===== config.mk =====
export PLATFORM = sky130hd
export DESIGN_NAME = serial_sample_tx
export DESIGN_NICKNAME = d
export VERILOG_FILES = /design/src/rtl/sstx_pkg.sv /design/src/rtl/sstx_sync.sv /design/src/rtl/sstx_edges.sv /design/src/rtl/sstx_shifter.sv /design/src/rtl/sstx_clkdiv.sv /design/src/rtl/serial_sample_tx.sv
export SDC_FILE = /design/constraint.sdc
export NUM_CORES = 1
export LEC_CHECK = 0
export BUFFER_PORTS_ARGS = -buffer_cell sky130_fd_sc_hd__buf_2
export CAP_MARGIN = 10
export CORE_UTILIZATION = 57
export CTS_CLUSTER_DIAMETER = 50
export DETAILED_ROUTE_END_ITERATION = 6
export PLACE_DENSITY = 0.93
export SLEW_MARGIN = 20
export SYNTH_ARGS = -nofsm -noshare
export SYNTH_HDL_FRONTEND = slang
export SYNTH_SLANG_ARGS = --single-unit

===== constraint.sdc =====
create_clock -name clk -period 3.93 [get_ports clk]
set_input_delay 0.1965 -clock clk [delete_from_list [all_inputs] [get_ports clk]]
set_output_delay 0.1965 -clock clk [all_outputs]
set_load 0.005 [all_outputs]

===== src/rtl/sstx_pkg.sv =====
package sstx_pkg;
  typedef enum logic {
    CH_LEFT  = 1'b0,
    CH_RIGHT = 1'b1
  } chan_e;

  function automatic chan_e chan_of(input logic ws_level);
    return ws_level ? CH_RIGHT : CH_LEFT;
  endfunction
endpackage


===== src/rtl/sstx_sync.sv =====
module sstx_sync #(
  parameter int STAGES = 2,
  parameter int WIDTH  = 2
) (
  input  logic             clk,
  input  logic             rst,
  input  logic [WIDTH-1:0] async_i,
  output logic [WIDTH-1:0] sync_o
);
  logic [WIDTH-1:0] chain_q [STAGES];

  generate
    for (genvar s = 0; s < STAGES; s++) begin : g_stage
      if (s == 0) begin : g_first
        always_ff @(posedge clk) begin
          if (rst) chain_q[0] <= '0;
          else     chain_q[0] <= async_i;
        end
      end else begin : g_next
        always_ff @(posedge clk) begin
          if (rst) chain_q[s] <= '0;
          else     chain_q[s] <= chain_q[s-1];
        end
      end
    end
  endgenerate

  assign sync_o = chain_q[STAGES-1];
endmodule


===== src/rtl/sstx_edges.sv =====
module sstx_edges (
  input  logic clk,
  input  logic rst,
  input  logic bclk_s,
  input  logic ws_s,
  output logic bclk_fall,
  output logic ws_change,
  output logic ws_level
);
  logic bclk_d, ws_d;

  always_ff @(posedge clk) begin
    if (rst) begin
      bclk_d <= 1'b0;
      ws_d   <= 1'b0;
    end else begin
      bclk_d <= bclk_s;
      ws_d   <= ws_s;
    end
  end

  assign bclk_fall = bclk_d & ~bclk_s;
  assign ws_change = ws_d ^ ws_s;
  assign ws_level  = ws_s;
endmodule


===== src/rtl/sstx_shifter.sv =====
module sstx_shifter
  import sstx_pkg::*;
#(
  parameter int SAMPLE_W = 24,
  localparam int CW = $clog2(SAMPLE_W + 1)
) (
  input  logic                clk,
  input  logic                rst,
  input  logic [SAMPLE_W-1:0] left_sample,
  input  logic [SAMPLE_W-1:0] right_sample,
  input  logic                bclk_fall,
  input  logic                ws_change,
  input  logic                ws_level,
  output logic                sd_q,
  output logic [CW-1:0]       bit_cnt
);
  localparam logic [CW-1:0] CNT_FULL = CW'(SAMPLE_W);

  logic [SAMPLE_W-1:0] sreg_q, base_sreg;
  logic [CW-1:0]       cnt_q, base_cnt, next_cnt;

  // A word-select change takes effect before a falling edge detected in the same cycle
  always_comb begin
    if (ws_change) begin
      base_sreg = (chan_of(ws_level) == CH_RIGHT) ? right_sample : left_sample;
      base_cnt  = '0;
    end else begin
      base_sreg = sreg_q;
      base_cnt  = cnt_q;
    end
    next_cnt = (base_cnt == CNT_FULL) ? base_cnt : base_cnt + 1'b1;
  end

  always_ff @(posedge clk) begin
    if (rst) begin
      sreg_q <= '0;
      cnt_q  <= CNT_FULL;
      sd_q   <= 1'b0;
    end else if (bclk_fall) begin
      sd_q   <= (base_cnt < CNT_FULL) ? base_sreg[SAMPLE_W-1] : 1'b0;
      sreg_q <= {base_sreg[SAMPLE_W-2:0], 1'b0};
      cnt_q  <= next_cnt;
    end else begin
      sreg_q <= base_sreg;
      cnt_q  <= base_cnt;
    end
  end

  assign bit_cnt = cnt_q;
endmodule


===== src/rtl/sstx_clkdiv.sv =====
module sstx_clkdiv #(
  parameter int DCLK_LOG2 = 2,
  parameter int WCLK_LOG2 = 8
) (
  input  logic clk,
  input  logic rst,
  output logic dclk_q,
  output logic wclk_q
);
  logic [WCLK_LOG2-1:0] cnt_q;

  always_ff @(posedge clk) begin
    if (rst) cnt_q <= '0;
    else     cnt_q <= cnt_q + 1'b1;
  end

  assign dclk_q = cnt_q[DCLK_LOG2-1];
  assign wclk_q = cnt_q[WCLK_LOG2-1];
endmodule


===== src/rtl/serial_sample_tx.sv =====
module serial_sample_tx #(
  parameter int SAMPLE_W    = 24,
  parameter int SYNC_STAGES = 2,
  parameter int DCLK_LOG2   = 2,
  parameter int WCLK_LOG2   = 8,
  localparam int CW = $clog2(SAMPLE_W + 1)
) (
  input  logic                clk,
  input  logic                rst,
  input  logic [SAMPLE_W-1:0] left_sample,
  input  logic [SAMPLE_W-1:0] right_sample,
  input  logic                bclk_in,
  input  logic                ws_in,
  input  logic                out_en,
  output logic                sd_o,
  output logic                dclk_o,
  output logic                wclk_o,
  output logic                out_oe
);
  logic          bclk_s, ws_s;
  logic          bclk_fall, ws_change, ws_level;
  logic [CW-1:0] bit_cnt;

  sstx_sync #(.STAGES(SYNC_STAGES), .WIDTH(2)) sync_i (
    .clk    (clk),
    .rst    (rst),
    .async_i({bclk_in, ws_in}),
    .sync_o ({bclk_s, ws_s})
  );

  sstx_edges edges_i (
    .clk      (clk),
    .rst      (rst),
    .bclk_s   (bclk_s),
    .ws_s     (ws_s),
    .bclk_fall(bclk_fall),
    .ws_change(ws_change),
    .ws_level (ws_level)
  );

  sstx_shifter #(.SAMPLE_W(SAMPLE_W)) shift_i (
    .clk         (clk),
    .rst         (rst),
    .left_sample (left_sample),
    .right_sample(right_sample),
    .bclk_fall   (bclk_fall),
    .ws_change   (ws_change),
    .ws_level    (ws_level),
    .sd_q        (sd_o),
    .bit_cnt     (bit_cnt)
  );

  sstx_clkdiv #(.DCLK_LOG2(DCLK_LOG2), .WCLK_LOG2(WCLK_LOG2)) div_i (
    .clk   (clk),
    .rst   (rst),
    .dclk_q(dclk_o),
    .wclk_q(wclk_o)
  );

  always_ff @(posedge clk) begin
    if (rst) out_oe <= 1'b0;
    else     out_oe <= out_en;
  end
endmodule


# Word level (Yosys, flattened, before mapping)
# Memory sizes are Yosys's and may differ from the RTL's.
# Cells that the tools add are included.
[op_classes] eq_ne=1 muxes=13 magnitude_cmp=1 n_reduce_logical=1 n_bitwise=5 add_sub_neg=2
[ops] op="$mux 24" count=3
[ops] op="$mux 5" count=3
[ops] op="$add 8x1->8 const B" count=1
[ops] op="$add 5x1->5 const B" count=1
[ops] op="$eq 5x5->1 const B" count=1
[ops] op="$lt 5x5->1 const B" count=1
[ops] op="$mux 1" count=5
[ops] op="$mux 2" count=2
[ops] op="$or 1x1->1" count=2
[ops] op="$reduce_or 2->1" count=1
[ops] op="$and 1x1->1" count=1
[ops] op="$not 1->1" count=1
[ops] op="$xor 1x1->1" count=1
[word_totals] ramBits=4 input_bits=53 mem_count=1 word_cells=32 regBits=41 output_inout_bits=4
[mem_list] memory="sync_i.chain_q" words=2 width=2 read_ports=2 rd_clocked_by_memory_dff=0 write_ports=2 line_no="sstx_sync.sv:10" rtl="logic [WIDTH-1:0] chain_q [STAGES];"

# Logic depth before layout (Yosys ltp)
[depth] depth_word=5 ltp_mapped=6 depth_no_buf=4

# Cells and area by module
# Synthesis repeated with hierarchy kept, for this count alone.
[hier_totals] hier_cells=237 hier_area_um2=2282.2
[by_module_without_submodules] module="sstx_shifter" n_inst=1 area_per_inst_um2=1760.4 cells_each=187
[by_module_without_submodules] module="sstx_clkdiv" n_inst=1 area_per_inst_um2=304.0 cells_each=33
[by_module_without_submodules] module="sstx_sync" n_inst=1 area_per_inst_um2=105.1 cells_each=8
[by_module_without_submodules] module="sstx_edges" n_inst=1 area_per_inst_um2=78.8 cells_each=7
[by_module_without_submodules] module="serial_sample_tx" n_inst=1 area_per_inst_um2=33.8 cells_each=2

# Worst setup path before layout
# No wires, ideal clock.
[synth_path] kind="flip-flop to flip-flop" start="memory sync_i.chain_q[1][0]" end="register shift_i.sreg_q[21]" arrival_ns=1.186 path_buffers=3 setup_slack_ns=2.627 t_required_ns=3.813 setup_time_ns=0.117 synth_period_minus_slack_ns=1.303 stages_incl_launch_ff=7 path_cell_list="dfxtp_1 -> buf_6 -> buf_12 -> buf_6 -> mux2i_1 -> mux2i_1 -> a22o_1"
[synth_lines] item="start: declaration" line_no="sstx_sync.sv:10"
[synth_lines] item="end signal: assignment" line_no="sstx_shifter.sv:41" rtl="sreg_q <= {base_sreg[SAMPLE_W-2:0], 1'b0};"
[synth_lines] item="end signal: assignment" line_no="sstx_shifter.sv:44" rtl="sreg_q <= base_sreg;"
[synth_lines] item="end: declaration" line_no="sstx_shifter.sv:19" rtl="logic [SAMPLE_W-1:0] sreg_q, base_sreg;"

==> impl_results.md <==
* Status: finished, final reports clean
* Post-CTS Setup Inserts at 0
* Largest net degree at the start of global routing at 33
* Multi-input logic area at 1291 um2
* Clock root buffer: clkbuf_8
* RSZ-0062 raised after global routing: no
* Most numerous cell on the critical path: mux2i_1
* Fraction of power spent switching nets at 0.2483
* Area growth, synth to finish at 13.85%
* Hold Fails Final Rpt at 0
* Start point of the critical path: sync_i.chain_q[1][0]$_SDFF_PP0_
* Seq/Total Area, Yosys at 0.3894
* Cts hold-fix bufs at 0
* Grt ovf at 0
* H-tree depth at 2
* Total chip power at 880.6 uW
* Clock latency on the worst-skew pair at 0.29 ns
* Total GRT Usage at 0.2168
* Switching pwr at 218.7 uW
* CTS buffer count at 5
* Post-Syn Area per Cell at 10.81 um2
* Internal power at 662.0 uW
* Fill cells at 309
* Worst relative slew slack at 0.3459
* Core area at 3771 um2
* Max-slew violation count at 0
* Flop2flop setup slack at 1.79 ns
* Drt initial violations at 78
* Fin nets at 318
* Layout cells sized above 1 at 0.2586
* Clk pin slew, worst setup/hold paths at 0.08 ns
* Buffers added on ports at 56
* Comb power frac at 0.140
* Die height at 65.71 um
* I/O Pins at 57
* Yosys reg bits at 45
* Max Root-Sink Buffers at 2
* Vias at 1,775
* Global-route wire length before repair at 7238 um
* Layout Skew at 0.008706 ns
* Pwr/cell area at 334.4 nW/um2
* GPL Wtd Cong at 0.7487
* Drt via density at 5.707
* CP Max Fanout at 32
* Final setup fails at 0
* Startpoint types: flip-flop
* Clock power frac at 0.299
* Top delay family on crit path: flip-flops
* Endpoint class of the critical path: flip-flop
* Post-synth EDFFs at 0
* Worst r2r src: sync_i.chain_q[1][0]$_SDFF_PP0_
* Flop pwr share at 0.561
* Critical Path RT at 4.12 ns
* Worst r2r path cells at 4
* Min-delay worst type: input pin to flip-flop
* Fmax at 468.2 MHz
* DIE WIDTH at 65.71 um
* Netlist cell types at 29
* Leak pwr at 0.001034 uW
* Slowest cell on crit path: dfxtp_2
* CP Class: flip-flop to flip-flop
* Drt total wl at 4439 um
* Syn nets at 268
* CP Depth at 4
* Min Tclk post-route at 2.136 ns
* ANT cells at 0
* Pre-antenna DRT Iters at 4
* DP HPWL at 3116 um
* Critical Path Sink: shift_i.sreg_q[10]$_SDFF_PP0_
* Mapped Area at 2313 um2
* Synth warnings at 0
* Worst r2r dst: shift_i.sreg_q[10]$_SDFF_PP0_
* Num rows at 22
* Worst slew pin tran at 0.9767 ns
* Vias in the first global route at 1,704
* Max rail drop VDD at 0.2165 mV
* Die area at 4318 um2
* Clk sinks at 45
* Routed len/inst at 14.27 um
* Ys flop type: dfxtp_1
* Buffers & Inverters on Critical Path at 1
* Final setup TNS at 0 ns
* Maxcap violations at 0
* Initial antenna violation count at 0
* Starting density of the core at 0.6135
* CP max stage delay at 0.92 ns
* WP data arrival at 2.32 ns
* Remaining antenna violation count at 0
* Mapped Cells at 214
* Final period util at 0.5434
* CP Cell Sequence: buf_4 -> mux2i_1 -> mux2i_1 -> a22o_1
* DRC errors left at 0
* CTS tree: built
* PostCTS Resize Cnt at 0
* Ys async rst share at 0
* Sequential cell area at 902.1 um2
per-layer routing:
| metal | vias to the layer above | GRT usage | routed length (um) |
|---|---|---|---|
| met2 | 42 | 0.3865 | 2244 |
| met1 | 838 | 0.2513 | 2005 |
| li1 | 891 | - | - |
| met3 | 4 | 0.05382 | 166 |
| met4 | 0 | 0.06522 | 22 |
| met5 | - | 0 | 0 |
sequential cells by signal (all words and copies together) (netlist names):
name	count
shift_i.sd_q	1
div_i.cnt_q	8
out_oe	1
edges_i.bclk_d	1
shift_i.sreg_q	24
sync_i.chain_q	4
shift_i.bit_cnt	5
edges_i.ws_d	1
layout by cell type (no fill, tap or decap), types with 2 or more instances in the layout:
| cell type | synthesis | routed |
|---|---|---|
| a22o_1 | 23 | 23 |
| or3_1 | 5 | 5 |
| dfxtp_1 | 45 | 44 |
| a21oi_1 | 4 | 4 |
| xnor2_1 | 3 | 3 |
| nor3_1 | 4 | 4 |
| buf_2 | 5 | 56 |
| nand3_1 | 4 | 4 |
| o21ai_0 | 3 | 3 |
| xor2_1 | 4 | 4 |
| buf_4 | 6 | 3 |
| nor2_1 | 5 | 5 |
| clkbuf_8 | 0 | 5 |
| nor4_1 | 2 | 2 |
| o211a_1 | 2 | 2 |
| nand2_1 | 3 | 3 |
| nor2b_1 | 10 | 9 |
| mux2i_1 | 72 | 72 |
area by class of cell:
class,instances,share of cell area
inverters,1,0.001425
clock buffers,5,0.02613
flip-flops and latches,45,0.3425
clock inverters,1,0.001900
well taps,48,0.02280
repair buffers,59,0.1150
multi-input cells,152,0.4903
worst min-delay path by stage:
stage,cells after the start,start,endpoint
2_1_floorplan,1,out_en,out_oe$_SDFF_PP0_
3_3_place_gp,2,out_en,out_oe$_SDFF_PP0_
3_5_place_dp,2,out_en,out_oe$_SDFF_PP0_
4_1_cts,2,out_en,out_oe$_SDFF_PP0_
5_1_grt,2,bclk_in,sync_i.chain_q[0][1]$_SDFF_PP0_
6_report,2,out_en,out_oe$_SDFF_PP0_
synth_stat cells, drive strengths merged (2+ instances only):
cell,number,share of area
buf,14,0.049
clkbuf,2,0.0032
nand3,4,0.0087
o21ai,3,0.0065
nor4,2,0.0054
o211a,2,0.0087
nor3,4,0.0087
xor2,4,0.015
a21oi,4,0.0087
dfxtp,45,0.39
nand2,3,0.0049
a22o,23,0.087
nor2b,10,0.027
or3,5,0.014
mux2i,72,0.31
xnor2,3,0.011
nor2,5,0.0081
logic make-up after synthesis:
| kind of cell | after synthesis | share of synthesized area |
|---|---|---|
| multiplexers | 72 | 0.3115 |
| flip-flops | 45 | 0.3894 |
| AND/OR/NAND/NOR | 38 | 0.09411 |
| AO/OA/AOI/OAI | 34 | 0.1195 |
| buffers and inverters | 17 | 0.05354 |
| XOR/XNOR | 7 | 0.02650 |
| adder cells (fa/ha/maj) | 1 | 0.005407 |
metrics by stage:
| stage | hold slack (ns) | instance area [um2] | setup WS (ns) | std cells | util |
|---|---|---|---|---|---|
| after floorplan | 0.3247 | 2313 | 2.627 | 214 | - |
| after CTS | 0.1039 | 2634 | 1.790 | 311 | 0.6984 |
| after global placement | 0.4028 | 2560 | 1.909 | 305 | 0.6788 |
| after global routing | 0.1398 | 2634 | 1.686 | 311 | 0.6984 |
| after detailed placement | 0.4107 | 2560 | 1.797 | 305 | 0.6788 |
| final | 0.1160 | 2634 | 1.794 | 311 | 0.6984 |
power groups by stage:
stage	combinational [uW]	clock (uW)	sequential (uW)
final	123	263	494
after global routing	136	284	497
after CTS	123	271	494
after detailed placement	123	0	505
after global placement	118	0	503
after floorplan	91.2	0	496
(Power assumes the default switching activity.)
